**src/rtl/qg_pkg.sv**
```systemverilog
package qg_pkg;

    // State of the two phase counters and their output levels
    typedef struct packed {
        logic cnt_a;
        logic cnt_b;
        logic lvl_a;
        logic lvl_b;
    } phase_st_t;

    // Preloads one count apart so the two outputs interleave
    localparam logic CNT_A_INIT = 1'b1;
    localparam logic CNT_B_INIT = 1'b0;

    // Compare value of the phase counters for each direction
    function automatic logic fire_value(input logic reverse);
        return reverse ? 1'b0 : 1'b1;
    endfunction

endpackage

```
**src/rtl/qg_div_stage.sv**
```systemverilog
// One programmable divide stage: a down-counter that reloads from
// `reload` after reaching zero and flips its level on every reload.
// `rise` pulses in the cycle whose edge drives the level from 0 to 1.
module qg_div_stage #(
    parameter int W = 16
) (
    input  logic         clk,
    input  logic         rst_n,
    input  logic         en,
    input  logic         step,
    input  logic [W-1:0] reload,
    output logic         rise
);

    typedef struct packed {
        logic [W-1:0] cnt;
        logic         lvl;
    } div_st_t;

    div_st_t st_d, st_q;
    logic    adv;
    logic    at_zero;

    always_comb begin
        st_d    = st_q;
        adv     = en && step;
        at_zero = (st_q.cnt == '0);
        rise    = adv && at_zero && !st_q.lvl;
        if (adv) begin
            if (at_zero) begin
                st_d.cnt = reload;
                st_d.lvl = !st_q.lvl;
            end else begin
                st_d.cnt = st_q.cnt - 1'b1;
            end
        end
    end

    always_ff @(posedge clk or negedge rst_n) begin
        if (!rst_n) begin
            st_q <= '0;
        end else begin
            st_q <= st_d;
        end
    end

endmodule

```
**src/rtl/qg_phase_pair.sv**
```systemverilog
// Two single-bit phase counters that are clocked by the period tick.
// Each one flips its output when its count equals the compare value.
module qg_phase_pair
    import qg_pkg::*;
(
    input  logic clk,
    input  logic rst_n,
    input  logic tick,
    input  logic dir,
    output logic out_a,
    output logic out_b
);

    phase_st_t st_d, st_q;
    logic      cmp;
    logic      hit_a;
    logic      hit_b;

    always_comb begin
        st_d  = st_q;
        cmp   = fire_value(dir);
        hit_a = (st_q.cnt_a == cmp);
        hit_b = (st_q.cnt_b == cmp);
        if (tick) begin
            st_d.cnt_a = !st_q.cnt_a;
            st_d.cnt_b = !st_q.cnt_b;
            if (hit_a) st_d.lvl_a = !st_q.lvl_a;
            if (hit_b) st_d.lvl_b = !st_q.lvl_b;
        end
    end

    always_ff @(posedge clk or negedge rst_n) begin
        if (!rst_n) begin
            st_q.cnt_a <= CNT_A_INIT;
            st_q.cnt_b <= CNT_B_INIT;
            st_q.lvl_a <= 1'b0;
            st_q.lvl_b <= 1'b0;
        end else begin
            st_q <= st_d;
        end
    end

    assign out_a = st_q.lvl_a;
    assign out_b = st_q.lvl_b;

endmodule

```
**src/rtl/quad_pulse_gen.sv**
```systemverilog
module quad_pulse_gen #(
    parameter int PRE_W = 16,
    parameter int PER_W = 16
) (
    input  logic             clk,
    input  logic             rst_n,
    input  logic             en,
    input  logic [PRE_W-1:0] pre_div,
    input  logic [PER_W-1:0] per_div,
    input  logic             dir,
    output logic             phase_a,
    output logic             phase_b
);

    logic pre_rise;
    logic per_rise;

    qg_div_stage #(.W(PRE_W)) u_pre (
        .clk    (clk),
        .rst_n  (rst_n),
        .en     (en),
        .step   (1'b1),
        .reload (pre_div),
        .rise   (pre_rise)
    );

    qg_div_stage #(.W(PER_W)) u_per (
        .clk    (clk),
        .rst_n  (rst_n),
        .en     (en),
        .step   (pre_rise),
        .reload (per_div),
        .rise   (per_rise)
    );

    qg_phase_pair u_phase (
        .clk   (clk),
        .rst_n (rst_n),
        .tick  (per_rise),
        .dir   (dir),
        .out_a (phase_a),
        .out_b (phase_b)
    );

endmodule

```
**config.mk**
```make
export PLATFORM = sky130hd
export DESIGN_NAME = quad_pulse_gen
export DESIGN_NICKNAME = d
export VERILOG_FILES = /design/src/rtl/qg_pkg.sv /design/src/rtl/qg_div_stage.sv /design/src/rtl/qg_phase_pair.sv /design/src/rtl/quad_pulse_gen.sv
export SDC_FILE = /design/constraint.sdc
export NUM_CORES = 1
export LEC_CHECK = 0
export ABC_AREA = 1
export CAP_MARGIN = 20
export CORE_ASPECT_RATIO = 1.2
export CORE_MARGIN = 2
export CORE_UTILIZATION = 40
export CTS_BUF_LIST = sky130_fd_sc_hd__clkbuf_2
export DETAILED_ROUTE_END_ITERATION = 16
export SLEW_MARGIN = 20
export SYNTH_ARGS = -nofsm -noshare
export SYNTH_HDL_FRONTEND = slang
export SYNTH_SLANG_ARGS = --single-unit
```
**constraint.sdc**
```tcl
create_clock -name clk -period 4 [get_ports clk]
set_input_delay 0.8 -clock clk [delete_from_list [all_inputs] [get_ports clk]]
set_output_delay 0.8 -clock clk [all_outputs]
set_load 0.02 [all_outputs]
```
Yosys cells after proc, flatten, opt, wreduce, memory -nomap -nowiden
Index checks and enable logic that the tools add are counted.
- output and inout port bits: 2
- logic and storage cells: 32
- bits of input ports: 36
- flip-flop bits (word level): 38
- reduce and logical (&&, ||, !) cells: 17
- multiplexer cells: 3
- add/subtract/negate cells: 2
- equality and inequality tests: 2
- operators by type and width (kind ; number):
    $logic_not 16->1 ; 2
    $mux 16 ; 2
    $sub 16x1->16 const B ; 2
    $reduce_and 2->1 ; 4
    $logic_not 1->1 ; 6
    $logic_and 1x1->1 ; 5
    $eq 1x1->1 ; 2
    $mux 1 ; 1

Logic depth before layout (Yosys ltp)
- depth in word-level cells: 7
- gate-level depth with buffers: 11
- gate-level depth less buffers: 10

Hierarchy
From an unflattened synthesis, not the netlist that was laid out.
- cell total of the unflattened synthesis: 479
- area total of the unflattened synthesis: 3034.2 µm²
- modules (own cells, without submodules) (module ; sequential area each (µm²) ; cells an instance ; times used ; area an instance (µm²)):
    qg_div_stage ; 425.4 ; 227 ; 2 ; 1417.6
    qg_phase_pair ; 101.3 ; 24 ; 1 ; 195.2
    quad_pulse_gen ; 0.0 ; 1 ; 1 ; 3.8

Worst setup path before layout
OpenSTA, ideal clock, no wires.
- path type: reg2reg
- from: register u_pre.st_q[1] (netlist name)
- to: register u_per.st_q[8] (netlist name)
- cell stages (with the launch flop): 10
- arrival time: 1435 ps
- required time: 3878 ps
- library setup time: 122 ps
- setup slack: 2443 ps
- buffers on the path: 2
- clock period less this slack: 1557 ps
- path through: dfrtp_1 > inv_1 > ha_1 > nand2_1 > nor2_4 > nand4_1 > buf_2 > buf_6 > nand2_1 > o21ai_1
- cells in the longest elaborated chain, start to end: 4
- RTL lines (item ; RTL line ; RTL):
    start: declaration ; qg_div_stage.sv:20 ; div_st_t st_d, st_q;
    start signal: assignment ; qg_div_stage.sv:43 ; st_q <= st_d;
    $logic_not 16->1 ; qg_div_stage.sv:27 ; at_zero = (st_q.cnt == '0);
    $logic_and 1x1->1 (2 in series) ; qg_div_stage.sv:28 ; rise = adv && at_zero && !st_q.lvl;
    $logic_and 1x1->1 ; qg_div_stage.sv:26 ; adv = en && step;
    end signal: assignment ; qg_div_stage.sv:43 ;
    end: declaration ; qg_div_stage.sv:20 ;
No other way between the ends.
A chain may end at the register's enable or synchronous reset.

Final worst setup path
- from: register u_phase.st_q, in the netlist u_phase.out_a
- to: output port phase_a
- RTL lines (item ; RTL line ; RTL):
    start: declaration ; qg_phase_pair.sv:14 ; phase_st_t st_d, st_q;
    start signal: assignment ; qg_phase_pair.sv:39 ; st_q <= st_d;
    end: declaration ; quad_pulse_gen.sv:11 ; output logic phase_a,
No word-level cell between the ends.

==> results.tsv <==
stage	metric	value	unit
outcome	result_of_the_run	finished, final reports clean	
synthesis	ys.flop_type	sky130_fd_sc_hd__dfrtp_1	
power_and_ir_drop	seq_power_share	0.420	
timing	slew_violations	0	
synthesis	most_frequent_cell_after_synthesis	sky130_fd_sc_hd__nand2_1	
synthesis	netlist_top_cells_area	sky130_fd_sc_hd__dfrtp_1, sky130_fd_sc_hd__nand2_1, sky130_fd_sc_hd__nor2_1	
synthesis	ys_ff_latch	38	
layout	final_cell_area	0.003159	mm2
clock_network	clk_pin_slew	0.24	ns
job	maxCapViolations	0	
timing	layout_worst_path_cycle_share	0.5518	
timing	rsz0062_at_grt	no	
critical_path	cp-start-kind	register	
synthesis	synth.yosys.seq_area_share	0.3612	
drt	route.final.wire_length	6587	um
global_route	grt_max_degree	39	
layout	share_of_layout_cells_above_drive_strength_1	0.06808	
place	io_buffer_count	37	
synthesis	synth_fp_nets	428	
synthesis	ys_async_sr_fraction	1.000	
drt	drtIter0Drc	115	
layout	design.final.nets	465	
global_route	grt_antenna_before_repair	0	
clock_network	cts_num_sinks	38	
timing	clock-skew-final	0.03191	ns
clock_network	clockBufferDepth	2	
critical_path	crit_buf_inv	1	
critical_path	cp.required	3.20	ns
clock_network	cts_hold_repair.buffers	0	
layout	instances_no_fill	511	
synthesis	synth_warnings	0	
critical_path	critical-path-top-delay-family	buffers and inverters	
place	dpl.cell_count	503	
drt	drt_drc_violations_left	0	
floorplan	placement_rows	32	
timing	pin_slew_with_the_least_headroom_to_its_limit	0.9131	ns
critical_path	worstPathMaxFanout	3	
global_route	grt_first_pass_wirelength	11680	um
timing	finalHoldViolations	0	
floorplan	ios	38	
layout	insertedDiodeCount	0	
power_and_ir_drop	combPwrFrac	0.336	
clock_network	cts_setup_buffers	0	
synthesis	synth_largest_area_cell	sky130_fd_sc_hd__dfrtp_1	
place	globalplace.congestion	0.8790	
floorplan	die_y	92.93	um
drt	wl_per_cell	12.89	um
clock_network	worst_skew_pair.late_latency	0.42	ns
critical_path	timing.critical_path.cells	clkdlybuf4s50_1	
clock_network	tritoncts	built	
clock_network	number_of_buffers_added_by_the_clock_tree_synthesis_step	5	
synthesis	commonest_cells_in_the_netlist	sky130_fd_sc_hd__nand2_1, sky130_fd_sc_hd__nor2_1, sky130_fd_sc_hd__inv_1, sky130_fd_sc_hd__dfrtp_1, sky130_fd_sc_hd__nand3_1	
global_route	groute.usage.overall	0.2037	
timing	period_needed	2.207	ns
hold_path	worst_hold_path_type	in2async	
power_and_ir_drop	power.internal	784.5	uW
power_and_ir_drop	power_density	400.9	mW/mm2
clock_network	clock_tree.htree_level_count	2	
clock_network	cts_resized	0	
clock_network	clock_root_buffer	sky130_fd_sc_hd__clkbuf_2	
floorplan	core_area	0.006406	mm2
power_and_ir_drop	power.share.switching	0.3806	
timing	max_clock_freq	453.1	MHz
drt	drt_pre_antenna_iters	4	
synthesis	netlist_instances	388	
place	post-dp-hpwl	4860	um
critical_path	crit_arrival	1.41	ns
critical_path	setup.worst_path.end_class	primary output	
floorplan	die_width	78.11	um
timing	timing.slew.headroom	0.3913	
drt	detailroute.via_count	2524	
floorplan	starting_utilization_of_the_core_area	0.4115	
critical_path	timing.critical_path.slowest_stage_cell	sky130_fd_sc_hd__clkdlybuf4s50_1	
critical_path	timing.critical_path.slowest_cell_delay	0.61	ns
power_and_ir_drop	share_clk_of_total_power	0.244	
power_and_ir_drop	p_leak	1.511	nW
synthesis	postSynthAreaPerCell	6.795	um2
power_and_ir_drop	irDropWorstVdd	0.0001824	V
drt	via_per_inst	4.939	
power_and_ir_drop	total_switching_power	482.0	uW
synthesis	yosys.area.top_type_share	0.3512	
synthesis	syn-cell-area	0.002636	mm2
global_route	globalRouteOverflowTotal	0	
place	placement.cell_area	0.003070	mm2
layout	layout-area-overhead-vs-synth	19.84	%
synthesis	netlist-cell-type-count	31	
global_route	vias_in_the_first_global_route	2568	
timing	number_of_setup_violations_in_the_final_report	0	
floorplan	die_outline_area	0.007259	mm2
synthesis	synth_enable_flop_cells	0	
drt	ant_nets	0	
timing	setup-tns-final	0	ns
power_and_ir_drop	power.total	1.267	mW
critical_path	timing_worst_setup_path_type	reg2out	
[through the flow]
| stage | hold slack (ns) | worst slack (ns) | util |
|---|---|---|---|
| after detailed placement | 0.4817 | 1.569 | 0.4793 |
| final | 0.4713 | 1.793 | 0.4932 |
| after global routing | 0.5097 | 1.660 | 0.4932 |
| after global placement | 0.4791 | 1.604 | 0.4793 |
| after CTS | 0.4936 | 1.757 | 0.4932 |
| after floorplan | 0.4607 | 2.443 | - |
[path summary, 6_finish.rpt]
| kind | end | slack, ns | from | depth (start not counted) |
|---|---|---|---|---|
| max reg2reg | u_pre.st_q[15] | 2.00 | u_pre.st_q[1] | 9 |
| min in group clk | u_phase.st_q[3] | 0.49 | u_per.st_q[0] | 3 |
| min reg2reg | u_phase.st_q[3] | 0.49 | u_per.st_q[0] | 3 |
| min | u_pre.st_q[15] | 0.47 | rst_n | 1 |
| max in group asynchronous | u_per.st_q[0] | 2.93 | rst_n | 1 |
| max | phase_a | 1.79 | u_phase.out_a | 1 |
[cells in the final DEF (no fill, tap or decap), drive strengths merged]
cell	count
a21oi	6
a31oi	1
buf	3
bufinv	2
clkbuf	5
clkdlybuf4s50	36
clkinv	1
dfrtp	37
dfstp	1
ha	4
inv	43
nand2	106
nand3	28
nand3b	1
nand4	10
nor2	74
nor3	2
nor4	1
o211ai	3
o21ai	42
o21bai	1
o22ai	3
o31ai	2
or2	1
xnor2	1
xor2	12
[power by group through the flow]
| stage | combinational, mW | sequential, mW | clock [mW] |
|---|---|---|---|
| CTS | 0.429 | 0.532 | 0.320 |
| detailed placement | 0.425 | 0.540 | 0 |
| floorplan | 0.312 | 0.521 | 0 |
| global placement | 0.420 | 0.539 | 0 |
| global route | 0.499 | 0.544 | 0.336 |
| finish | 0.425 | 0.532 | 0.310 |
[cell families (layout without fill, tap and decap cells)]
| kind of cell | Yosys count | in the layout | synth area share |
|---|---|---|---|
| compound gates | 58 | 58 | 0.1177 |
| xor+xnor | 13 | 13 | 0.04319 |
| fa+ha+maj | 4 | 4 | 0.01899 |
| buf+inv | 52 | 90 | 0.08115 |
| flops | 38 | 38 | 0.3612 |
| simple gates | 223 | 223 | 0.3778 |
[final cells by class]
type / count / area (um2)
tap: 85 / 106.4
clock buffer: 5 / 25.02
clock inverter: 3 / 63.81
multi-input combinational: 298 / 1470
fill: 681 / 3247
sequential: 38 / 952.2
timing repair buffer: 39 / 380.4
inverter: 43 / 161.4
[sequential cells by signal, indices dropped and copies added, names as in the netlist]
name,count
u_per.st_q,17
u_phase.out_a,1
u_phase.st_q,2
u_phase.out_b,1
u_pre.st_q,17
[per-layer routing]
metal	routed length [um]	share of wire	global-route usage	vias up
met5	0	0	0	-
met3	211	0.032	0.03996	9
met2	3410	0.52	0.3728	42
met4	130	0.020	0.07602	0
li1	-	-	-	1321
met1	2834	0.43	0.2320	1152
Power figures use the tool's default switching activity.
